`config.mk`:
```
export PLATFORM = sky130hd
export DESIGN_NAME = dma_chan_regbank
export DESIGN_NICKNAME = d
export VERILOG_FILES = /design/src/rtl/dmacr_pkg.sv /design/src/rtl/dmacr_chan.sv /design/src/rtl/dmacr_rdmux.sv /design/src/rtl/dma_chan_regbank.sv
export SDC_FILE = /design/constraint.sdc
export NUM_CORES = 2
export LEC_CHECK = 0
export CORE_MARGIN = 2
export CORE_UTILIZATION = 25
export DETAILED_ROUTE_END_ITERATION = 12
export GPL_TIMING_DRIVEN = 1
export PLACE_DENSITY = 0.4
export SLEW_MARGIN = 10
export SYNTH_ARGS = -nofsm -noshare
export SYNTH_HDL_FRONTEND = slang
export SYNTH_SLANG_ARGS = --single-unit
```
`constraint.sdc`:
```
create_clock -name clk -period 4.5 [get_ports clk]
set_clock_uncertainty 0.1 [all_clocks]
set_input_delay 0.45 -clock clk [delete_from_list [all_inputs] [get_ports clk]]
set_output_delay 0.45 -clock clk [all_outputs]
set_load 0.01 [all_outputs]
```
`src/rtl/dmacr_pkg.sv`:
```
package dmacr_pkg;
  localparam int BUS_W = 32;
  localparam int IDX_W = 6;
  localparam int WIN_SHIFT = 13;

  typedef enum logic [2:0] {
    ST_RST  = 3'b001,
    ST_STOP = 3'b010,
    ST_RUN  = 3'b100
  } chan_state_e;

  localparam logic [IDX_W-1:0] IX_CFG    = 6'd0;
  localparam logic [IDX_W-1:0] IX_CMD    = 6'd1;
  localparam logic [IDX_W-1:0] IX_PDESC  = 6'd2;
  localparam logic [IDX_W-1:0] IX_PBUF   = 6'd3;
  localparam logic [IDX_W-1:0] IX_GRP    = 6'd4;
  localparam logic [IDX_W-1:0] IX_GRPDN  = 6'd5;
  localparam logic [IDX_W-1:0] IX_STAT   = 6'd6;
  localparam logic [IDX_W-1:0] IX_STREAM = 6'd7;
  localparam logic [IDX_W-1:0] IX_PEND   = 6'd8;
  localparam logic [IDX_W-1:0] IX_MASK   = 6'd9;
  localparam logic [IDX_W-1:0] IX_ACK    = 6'd10;
  localparam logic [IDX_W-1:0] IX_MASKED = 6'd11;

  localparam int SCMD_W     = 10;
  localparam int SCMD_BURST = 1;
  localparam int SCMD_LOAD  = 3;

  // Stop forces stopped; a cleared enable is applied afterwards and wins.
  function automatic chan_state_e cfg_next(chan_state_e cur, logic [1:0] cfg_bits);
    chan_state_e nxt;
    nxt = cur;
    if (cfg_bits[1]) nxt = ST_STOP;
    if (!cfg_bits[0]) nxt = ST_RST;
    return nxt;
  endfunction
endpackage

```
`src/rtl/dmacr_chan.sv`:
```
module dmacr_chan
  import dmacr_pkg::*;
#(
  parameter int IRQ_W = 4,
  parameter int SRC_W = 2
) (
  input  logic             clk,
  input  logic             rst_n,
  input  logic             wr_en,
  input  logic [IDX_W-1:0] wr_idx,
  input  logic [BUS_W-1:0] wr_data,
  input  logic             client_ok,
  input  logic             eol_in,
  input  logic [SRC_W-1:0] src_in,
  input  logic [IRQ_W-1:0] evt_in,
  input  logic [IDX_W-1:0] rd_idx,
  output logic [BUS_W-1:0] rd_data,
  output logic             irq,
  output logic             start_pulse,
  output logic             load_pulse,
  output logic             cont_pulse,
  output logic [2:0]       state_o
);
  localparam int STAT_PAD = BUS_W - 8 - SRC_W;

  chan_state_e       state;
  logic [BUS_W-1:0]  cfg_r, cmd_r, pdesc_r, pbuf_r, grp_r, grpdn_r;
  logic [SCMD_W-1:0] scmd_r;
  logic [IRQ_W-1:0]  mask_r, pend_r, ack_clr, masked;
  logic              go_req;

  assign ack_clr = (wr_en && wr_idx == IX_ACK) ? wr_data[IRQ_W-1:0] : '0;
  assign masked  = pend_r & mask_r;
  assign irq     = |masked;
  assign state_o = state;
  assign go_req  = wr_data[SCMD_LOAD] && wr_data[SCMD_BURST];

  always_ff @(posedge clk) begin
    if (!rst_n) begin
      state       <= ST_RST;
      cfg_r       <= '0;
      cmd_r       <= '0;
      pdesc_r     <= '0;
      pbuf_r      <= '0;
      grp_r       <= '0;
      grpdn_r     <= '0;
      scmd_r      <= '0;
      mask_r      <= '0;
      pend_r      <= '0;
      start_pulse <= 1'b0;
      load_pulse  <= 1'b0;
      cont_pulse  <= 1'b0;
    end else begin
      start_pulse <= 1'b0;
      load_pulse  <= 1'b0;
      cont_pulse  <= 1'b0;
      pend_r      <= (pend_r & ~ack_clr) | evt_in;
      if (wr_en) begin
        unique case (wr_idx)
          IX_CFG: begin
            cfg_r <= wr_data;
            state <= cfg_next(state, wr_data[1:0]);
          end
          IX_CMD: begin
            cmd_r <= wr_data;
            if (wr_data[0] && cfg_r[0] && !cfg_r[1] && state == ST_RUN)
              cont_pulse <= 1'b1;
          end
          IX_PDESC: pdesc_r <= wr_data;
          IX_PBUF:  pbuf_r  <= wr_data;
          IX_GRP:   grp_r   <= wr_data;
          IX_GRPDN: grpdn_r <= wr_data;
          IX_STREAM: begin
            scmd_r <= wr_data[SCMD_W-1:0];
            if (wr_data[SCMD_LOAD]) load_pulse <= 1'b1;
            if (go_req && client_ok) begin
              state       <= ST_RUN;
              start_pulse <= 1'b1;
            end
          end
          IX_MASK: mask_r <= wr_data[IRQ_W-1:0];
          default: ;
        endcase
      end
    end
  end

  always_comb begin
    rd_data = '0;
    unique case (rd_idx)
      IX_CFG:    rd_data = cfg_r;
      IX_CMD:    rd_data = cmd_r;
      IX_PDESC:  rd_data = pdesc_r;
      IX_PBUF:   rd_data = pbuf_r;
      IX_GRP:    rd_data = grp_r;
      IX_GRPDN:  rd_data = grpdn_r;
      IX_STAT:   rd_data = {{STAT_PAD{1'b0}}, src_in, 2'b00, eol_in, 2'b00, state};
      IX_STREAM: rd_data = {{(BUS_W-SCMD_W){1'b0}}, scmd_r};
      IX_PEND:   rd_data = {{(BUS_W-IRQ_W){1'b0}}, pend_r};
      IX_MASK:   rd_data = {{(BUS_W-IRQ_W){1'b0}}, mask_r};
      IX_MASKED: rd_data = {{(BUS_W-IRQ_W){1'b0}}, masked};
      default:   rd_data = '0;
    endcase
  end
endmodule

```
`src/rtl/dmacr_rdmux.sv`:
```
module dmacr_rdmux
  import dmacr_pkg::*;
#(
  parameter int NCH = 4,
  parameter int CW  = 2
) (
  input  logic [NCH*BUS_W-1:0] all_data,
  input  logic [CW-1:0]        sel,
  input  logic                 enable,
  output logic [BUS_W-1:0]     dout
);
  always_comb begin
    dout = '0;
    for (int c = 0; c < NCH; c++) begin
      if (enable && sel == CW'(c)) dout = all_data[c*BUS_W +: BUS_W];
    end
  end
endmodule

```
`src/rtl/dma_chan_regbank.sv`:
```
module dma_chan_regbank
  import dmacr_pkg::*;
#(
  parameter int NCH    = 4,
  parameter int ADDR_W = 16,
  parameter int IRQ_W  = 4,
  parameter int SRC_W  = 2
) (
  input  logic                   clk,
  input  logic                   rst_n,
  input  logic                   bus_sel,
  input  logic                   bus_we,
  input  logic [ADDR_W-1:0]      bus_addr,
  input  logic [2:0]             bus_size,
  input  logic [BUS_W-1:0]       bus_wdata,
  output logic [BUS_W-1:0]       bus_rdata,
  input  logic [NCH-1:0]         client_present,
  input  logic [NCH-1:0]         eol_in,
  input  logic [NCH*SRC_W-1:0]   src_in,
  input  logic [NCH*IRQ_W-1:0]   evt_in,
  output logic [NCH-1:0]         irq,
  output logic [NCH-1:0]         load_pulse,
  output logic [NCH-1:0]         start_pulse,
  output logic [NCH-1:0]         cont_pulse
);
  localparam int CH_F_W = ADDR_W - WIN_SHIFT;
  localparam int CW     = (NCH > 1) ? $clog2(NCH) : 1;

  logic [CH_F_W-1:0]    ch_field;
  logic [IDX_W-1:0]     idx;
  logic                 ch_hit, size_ok, wr_go, rd_go;
  logic [NCH*BUS_W-1:0] all_rd;
  logic [NCH*3-1:0]     st_flat;
  logic [6:0]           unused_addr;

  assign ch_field    = bus_addr[ADDR_W-1:WIN_SHIFT];
  assign idx         = bus_addr[7:2];
  assign unused_addr = {bus_addr[WIN_SHIFT-1:8], bus_addr[1:0]};
  assign ch_hit      = ch_field < CH_F_W'(NCH);
  assign size_ok     = bus_size == 3'd4;
  assign wr_go       = bus_sel && bus_we && size_ok && ch_hit;
  assign rd_go       = bus_sel && !bus_we && size_ok && ch_hit;

  for (genvar c = 0; c < NCH; c++) begin : g_ch
    dmacr_chan #(.IRQ_W(IRQ_W), .SRC_W(SRC_W)) u_chan (
      .clk         (clk),
      .rst_n       (rst_n),
      .wr_en       (wr_go && ch_field == CH_F_W'(c)),
      .wr_idx      (idx),
      .wr_data     (bus_wdata),
      .client_ok   (client_present[c]),
      .eol_in      (eol_in[c]),
      .src_in      (src_in[c*SRC_W +: SRC_W]),
      .evt_in      (evt_in[c*IRQ_W +: IRQ_W]),
      .rd_idx      (idx),
      .rd_data     (all_rd[c*BUS_W +: BUS_W]),
      .irq         (irq[c]),
      .start_pulse (start_pulse[c]),
      .load_pulse  (load_pulse[c]),
      .cont_pulse  (cont_pulse[c]),
      .state_o     (st_flat[c*3 +: 3])
    );
  end

  dmacr_rdmux #(.NCH(NCH), .CW(CW)) u_rdmux (
    .all_data (all_rd),
    .sel      (ch_field[CW-1:0]),
    .enable   (rd_go),
    .dout     (bus_rdata)
  );
endmodule

```
==> results.rst <==
.. list-table::
   :header-rows: 1

   * - Metric
     - Value
   * - Run status
     - complete, but fails checks
   * - Violated checks
     - setup timing
   * - Most area-consuming cells after synthesis
     - sky130_fd_sc_hd__dfxtp_1 45%, sky130_fd_sc_hd__nand2_1 16%, sky130_fd_sc_hd__a21boi_0 16%
   * - Clock latency reported for the late side of the worst-skew pair
     - 0.72 ns
   * - Worst Reg2Reg Path Length in Cells
     - 4
   * - Via count of the first global-routing pass
     - 32800
   * - Worst-Margin Slew
     - 1.21 ns
   * - Layout Cells excl Fill
     - 6844
   * - Total count of hold-check failures in the final report
     - 0
   * - Relative area change from synthesis to final layout
     - 21.0%
   * - Global-route wire length before repair
     - 252 mm
   * - X dimension of the die
     - 398 um
   * - # port buffers
     - 127
   * - Commonest non-fill, non-tap cells in the layout
     - 1683 x sky130_fd_sc_hd__nand2_1, 864 x sky130_fd_sc_hd__dfxtp_1, 838 x sky130_fd_sc_hd__a21boi_0, 221 x sky130_fd_sc_hd__buf_4, 118 x sky130_fd_sc_hd__clkdlybuf4s50_1
   * - Antenna-violating nets left
     - 0
   * - Shortest clock period the worst path allows after layout
     - 4.54 ns
   * - Worst hold slack across all endpoints
     - 0.0780 ns
   * - Cell Area, Placed
     - 43500 um^2
   * - Critical Path Fanout Max
     - 5
   * - Total Die Area
     - 158000 um^2
   * - Mean number of vias per cell
     - 5.02
   * - Final number of max-transition violations
     - 0
   * - Count of distinct cell types in the synthesized netlist
     - 60
   * - Number of nets produced by synthesis
     - 4770
   * - Proportion of layout cells with a drive suffix above 1
     - 12.3%
   * - Timing-limited maximum frequency
     - 220 MHz
   * - Root Driver
     - sky130_fd_sc_hd__clkbuf_16
   * - Maximum number of pins on one net before global-route repair
     - 232
   * - Number of remaining DRC errors
     - 0
   * - Nature of the critical path endpoint
     - output port
   * - Launching point of the worst reg2reg path
     - g_ch[2].u_chan.state_o[0]$_SDFFE_PN1P_
   * - Synthesized flop and latch total
     - 864
   * - Final-layout fill cell count
     - 16200
   * - Net count, final
     - 4806
   * - Hold Path Class
     - input pin to flop
   * - Most used flip-flop cell after synthesis
     - sky130_fd_sc_hd__dfxtp_1
   * - Crit Path Class
     - input pin to output port
   * - Most common cell after layout, fill and taps aside
     - sky130_fd_sc_hd__nand2_1
   * - Number of antenna violations at the first check in global routing
     - 9
   * - Worst hold endpoint
     - g_ch[0].u_chan.cmd_r[0]$_SDFFE_PN0P_
   * - Yosys Warn Count
     - 0
   * - Final instance area
     - 47000 um^2
   * - Relative slew slack
     - 19.1%
   * - CTS sink count
     - 864
   * - Maximum capacitance violations
     - 0
   * - Post-detailed-route wirelength per cell
     - 25.8 um
   * - Count of routing violations after the opening detailed-route iteration
     - 3242
   * - Initial Util
     - 25.2%
   * - Source of the worst hold timing path
     - bus_wdata[0]
   * - Post-synth EDFFs
     - 0
   * - Share of the core filled with cells
     - 30.5%
   * - PnR Total Power
     - 17.2 mW
   * - Number of placed instances with taps included
     - 6654
   * - Synthesized instance count
     - 4683
   * - Clock-pin slew on the worst setup and hold paths
     - 0.06 ns
   * - Clock buffers created by TritonCTS
     - 102
   * - Die outline height
     - 398 um
   * - Required time of the critical path
     - 3.95 ns
   * - Total core area
     - 154000 um^2
   * - Setup crit start kind
     - input pin
   * - R2R setup slack
     - 2.93 ns
   * - Data arrival time of the critical path
     - 3.99 ns
   * - Mapped Avg Cell Area
     - 8.29 um^2
   * - Area leader, netlist
     - sky130_fd_sc_hd__dfxtp_1
   * - Placed wire-length estimate
     - 111 mm
   * - Maximum resistive drop on vdd
     - 0.000285 V
   * - Global routing usage summed across all routing layers
     - 21.8%
   * - Minimum setup slack in the final design
     - -0.0412 ns
   * - Number of cells traversed by the worst hold path
     - 3
   * - GR Overflow Total
     - 0
   * - CTS HTree Levels
     - 3
   * - Power Dens Cells
     - 366 nW/um^2
   * - Setup tns final
     - -0.0412 ns
   * - I/O Pins
     - 135
   * - Number of setup violations in the final report
     - 1
   * - Standard-cell rows
     - 144
   * - GP Congestion
     - 0.798
   * - Post-synthesis sequential area ratio
     - 44.6%
   * - Reported leakage power
     - 14.7 nW
   * - Crit Reg-Reg Endpoint
     - g_ch[2].u_chan.cont_pulse$_SDFF_PN0_
   * - Post-Place Setup Slack
     - -0.251 ns
   * - DR pass1 iterations
     - 6
   * - Drt total wl
     - 177 mm
   * - Clock tree from TritonCTS
     - done
   * - Total standard cell area after synthesis
     - 38800 um^2
   * - Share of synthesized flip-flops with an asynchronous set or reset
     - 0%
   * - Via Count
     - 34300
   * - Part of the cycle the worst path needs
     - 101%
   * - Portion of synthesized cell area occupied by the leading cell type
     - 44.6%
   * - Clock Path Buffers
     - 3
==> cell type report <==
type / instances / area (um^2) / share of cell area (%)
diodes: 1 / 2.50 / 0.00533
clock buffers: 151 / 2980 / 6.34
clock inverters: 33 / 428 / 0.911
inverters: 9 / 33.8 / 0.0719
multi-input cells: 3347 / 19800 / 42.2
flip-flops and latches: 864 / 17300 / 36.8
well taps: 2044 / 2560 / 5.44
repair buffers: 395 / 3860 / 8.22
==> registers in the layout (all words and copies together), names as in the netlist, 40 cells and up <==
register and flops:
g_ch.u_chan.cfg_r 128, g_ch.u_chan.pbuf_r 128, g_ch.u_chan.scmd_r 40, g_ch.u_chan.grp_r 128, g_ch.u_chan.pdesc_r 128, g_ch.u_chan.grpdn_r 128
g_ch.u_chan.cmd_r 128
==> cell families after synthesis <==
kind of cell	count (synthesis)	synth area share, %
flip-flops	864	44.6
AND/OR/NAND/NOR	1908	19.7
multiplexers	121	5.55
AO/OA/AOI/OAI	1318	25.1
buffers and inverters	472	5.18
==> per-layer routing <==
layer  part of all wire (%)  global-route usage, %
met5                  0.012                      0
met4                    2.0                   5.18
met3                    5.5                   3.13
met2                     45                   34.5
met1                     47                   31.1
==> Yosys cell counts (13+ instances only) <==
library cell                  n
sky130_fd_sc_hd__o21ai_0     99
sky130_fd_sc_hd__a21oi_1     84
sky130_fd_sc_hd__a221oi_1    33
sky130_fd_sc_hd__nand2_1   1700
sky130_fd_sc_hd__a31oi_1     15
sky130_fd_sc_hd__nand2b_1    21
sky130_fd_sc_hd__nor2_1      66
sky130_fd_sc_hd__a22oi_1     90
sky130_fd_sc_hd__clkbuf_1   346
sky130_fd_sc_hd__nand3_1     25
sky130_fd_sc_hd__nor4_2      13
sky130_fd_sc_hd__buf_2       79
sky130_fd_sc_hd__a21boi_0   838
sky130_fd_sc_hd__a221o_1     29
sky130_fd_sc_hd__dfxtp_1    864
sky130_fd_sc_hd__mux4_2      75
sky130_fd_sc_hd__o21a_1      16
sky130_fd_sc_hd__and3_1      25
sky130_fd_sc_hd__buf_4       33
sky130_fd_sc_hd__mux2i_1     41
sky130_fd_sc_hd__a222oi_1    53
==> worst max path at each step <==
| stage | cells past startpoint | endpoint | slack [ns] | startpoint |
|---|---|---|---|---|
| finish | 11 | bus_rdata[25] | -0.04 | bus_addr[5] |
| global route | 11 | bus_rdata[25] | -0.002 | bus_addr[5] |
| CTS | 10 | bus_rdata[28] | 0.004 | bus_addr[5] |
| detailed placement | 11 | bus_rdata[10] | -0.25 | bus_addr[5] |
| global placement | 11 | bus_rdata[10] | -0.29 | bus_addr[5] |
| floorplan | 7 | bus_rdata[25] | 1.65 | bus_addr[5] |
==> report_power, final <==
part           leakage (nW)  switching (mW)  internal, mW  total, mW
Sequential             6.96         0.00988          7.66       7.67
Combinational          6.07           0.570         0.317      0.888
Clock                  1.69            3.56          5.07       8.63
Total                  14.7            4.14          13.1       17.2
==> worst max-delay path, cell delays in order <==
cell                              delay [ns]
sky130_fd_sc_hd__clkdlybuf4s50_1        0.47
sky130_fd_sc_hd__buf_4                  0.20
sky130_fd_sc_hd__nor4b_4                0.44
sky130_fd_sc_hd__nand2b_1               0.30
sky130_fd_sc_hd__a2bb2oi_1              0.20
sky130_fd_sc_hd__o21ai_0                0.42
sky130_fd_sc_hd__buf_4                  0.21
sky130_fd_sc_hd__o21ai_0                0.16
sky130_fd_sc_hd__a2111oi_4              0.43
sky130_fd_sc_hd__buf_4                  0.18
sky130_fd_sc_hd__clkdlybuf4s50_1        0.53
==> what timing repair did <==
action | CTS | global route
buffers inserted | 0 | 3
endpoints found under the setup margin | 4 | 8
gates cloned | 0 | 2
pin swaps | 0 | 2
hold buffers | 0 | 0
gates resized for setup | 5 | 2
No activity file was read; power rests on OpenSTA's default activity.
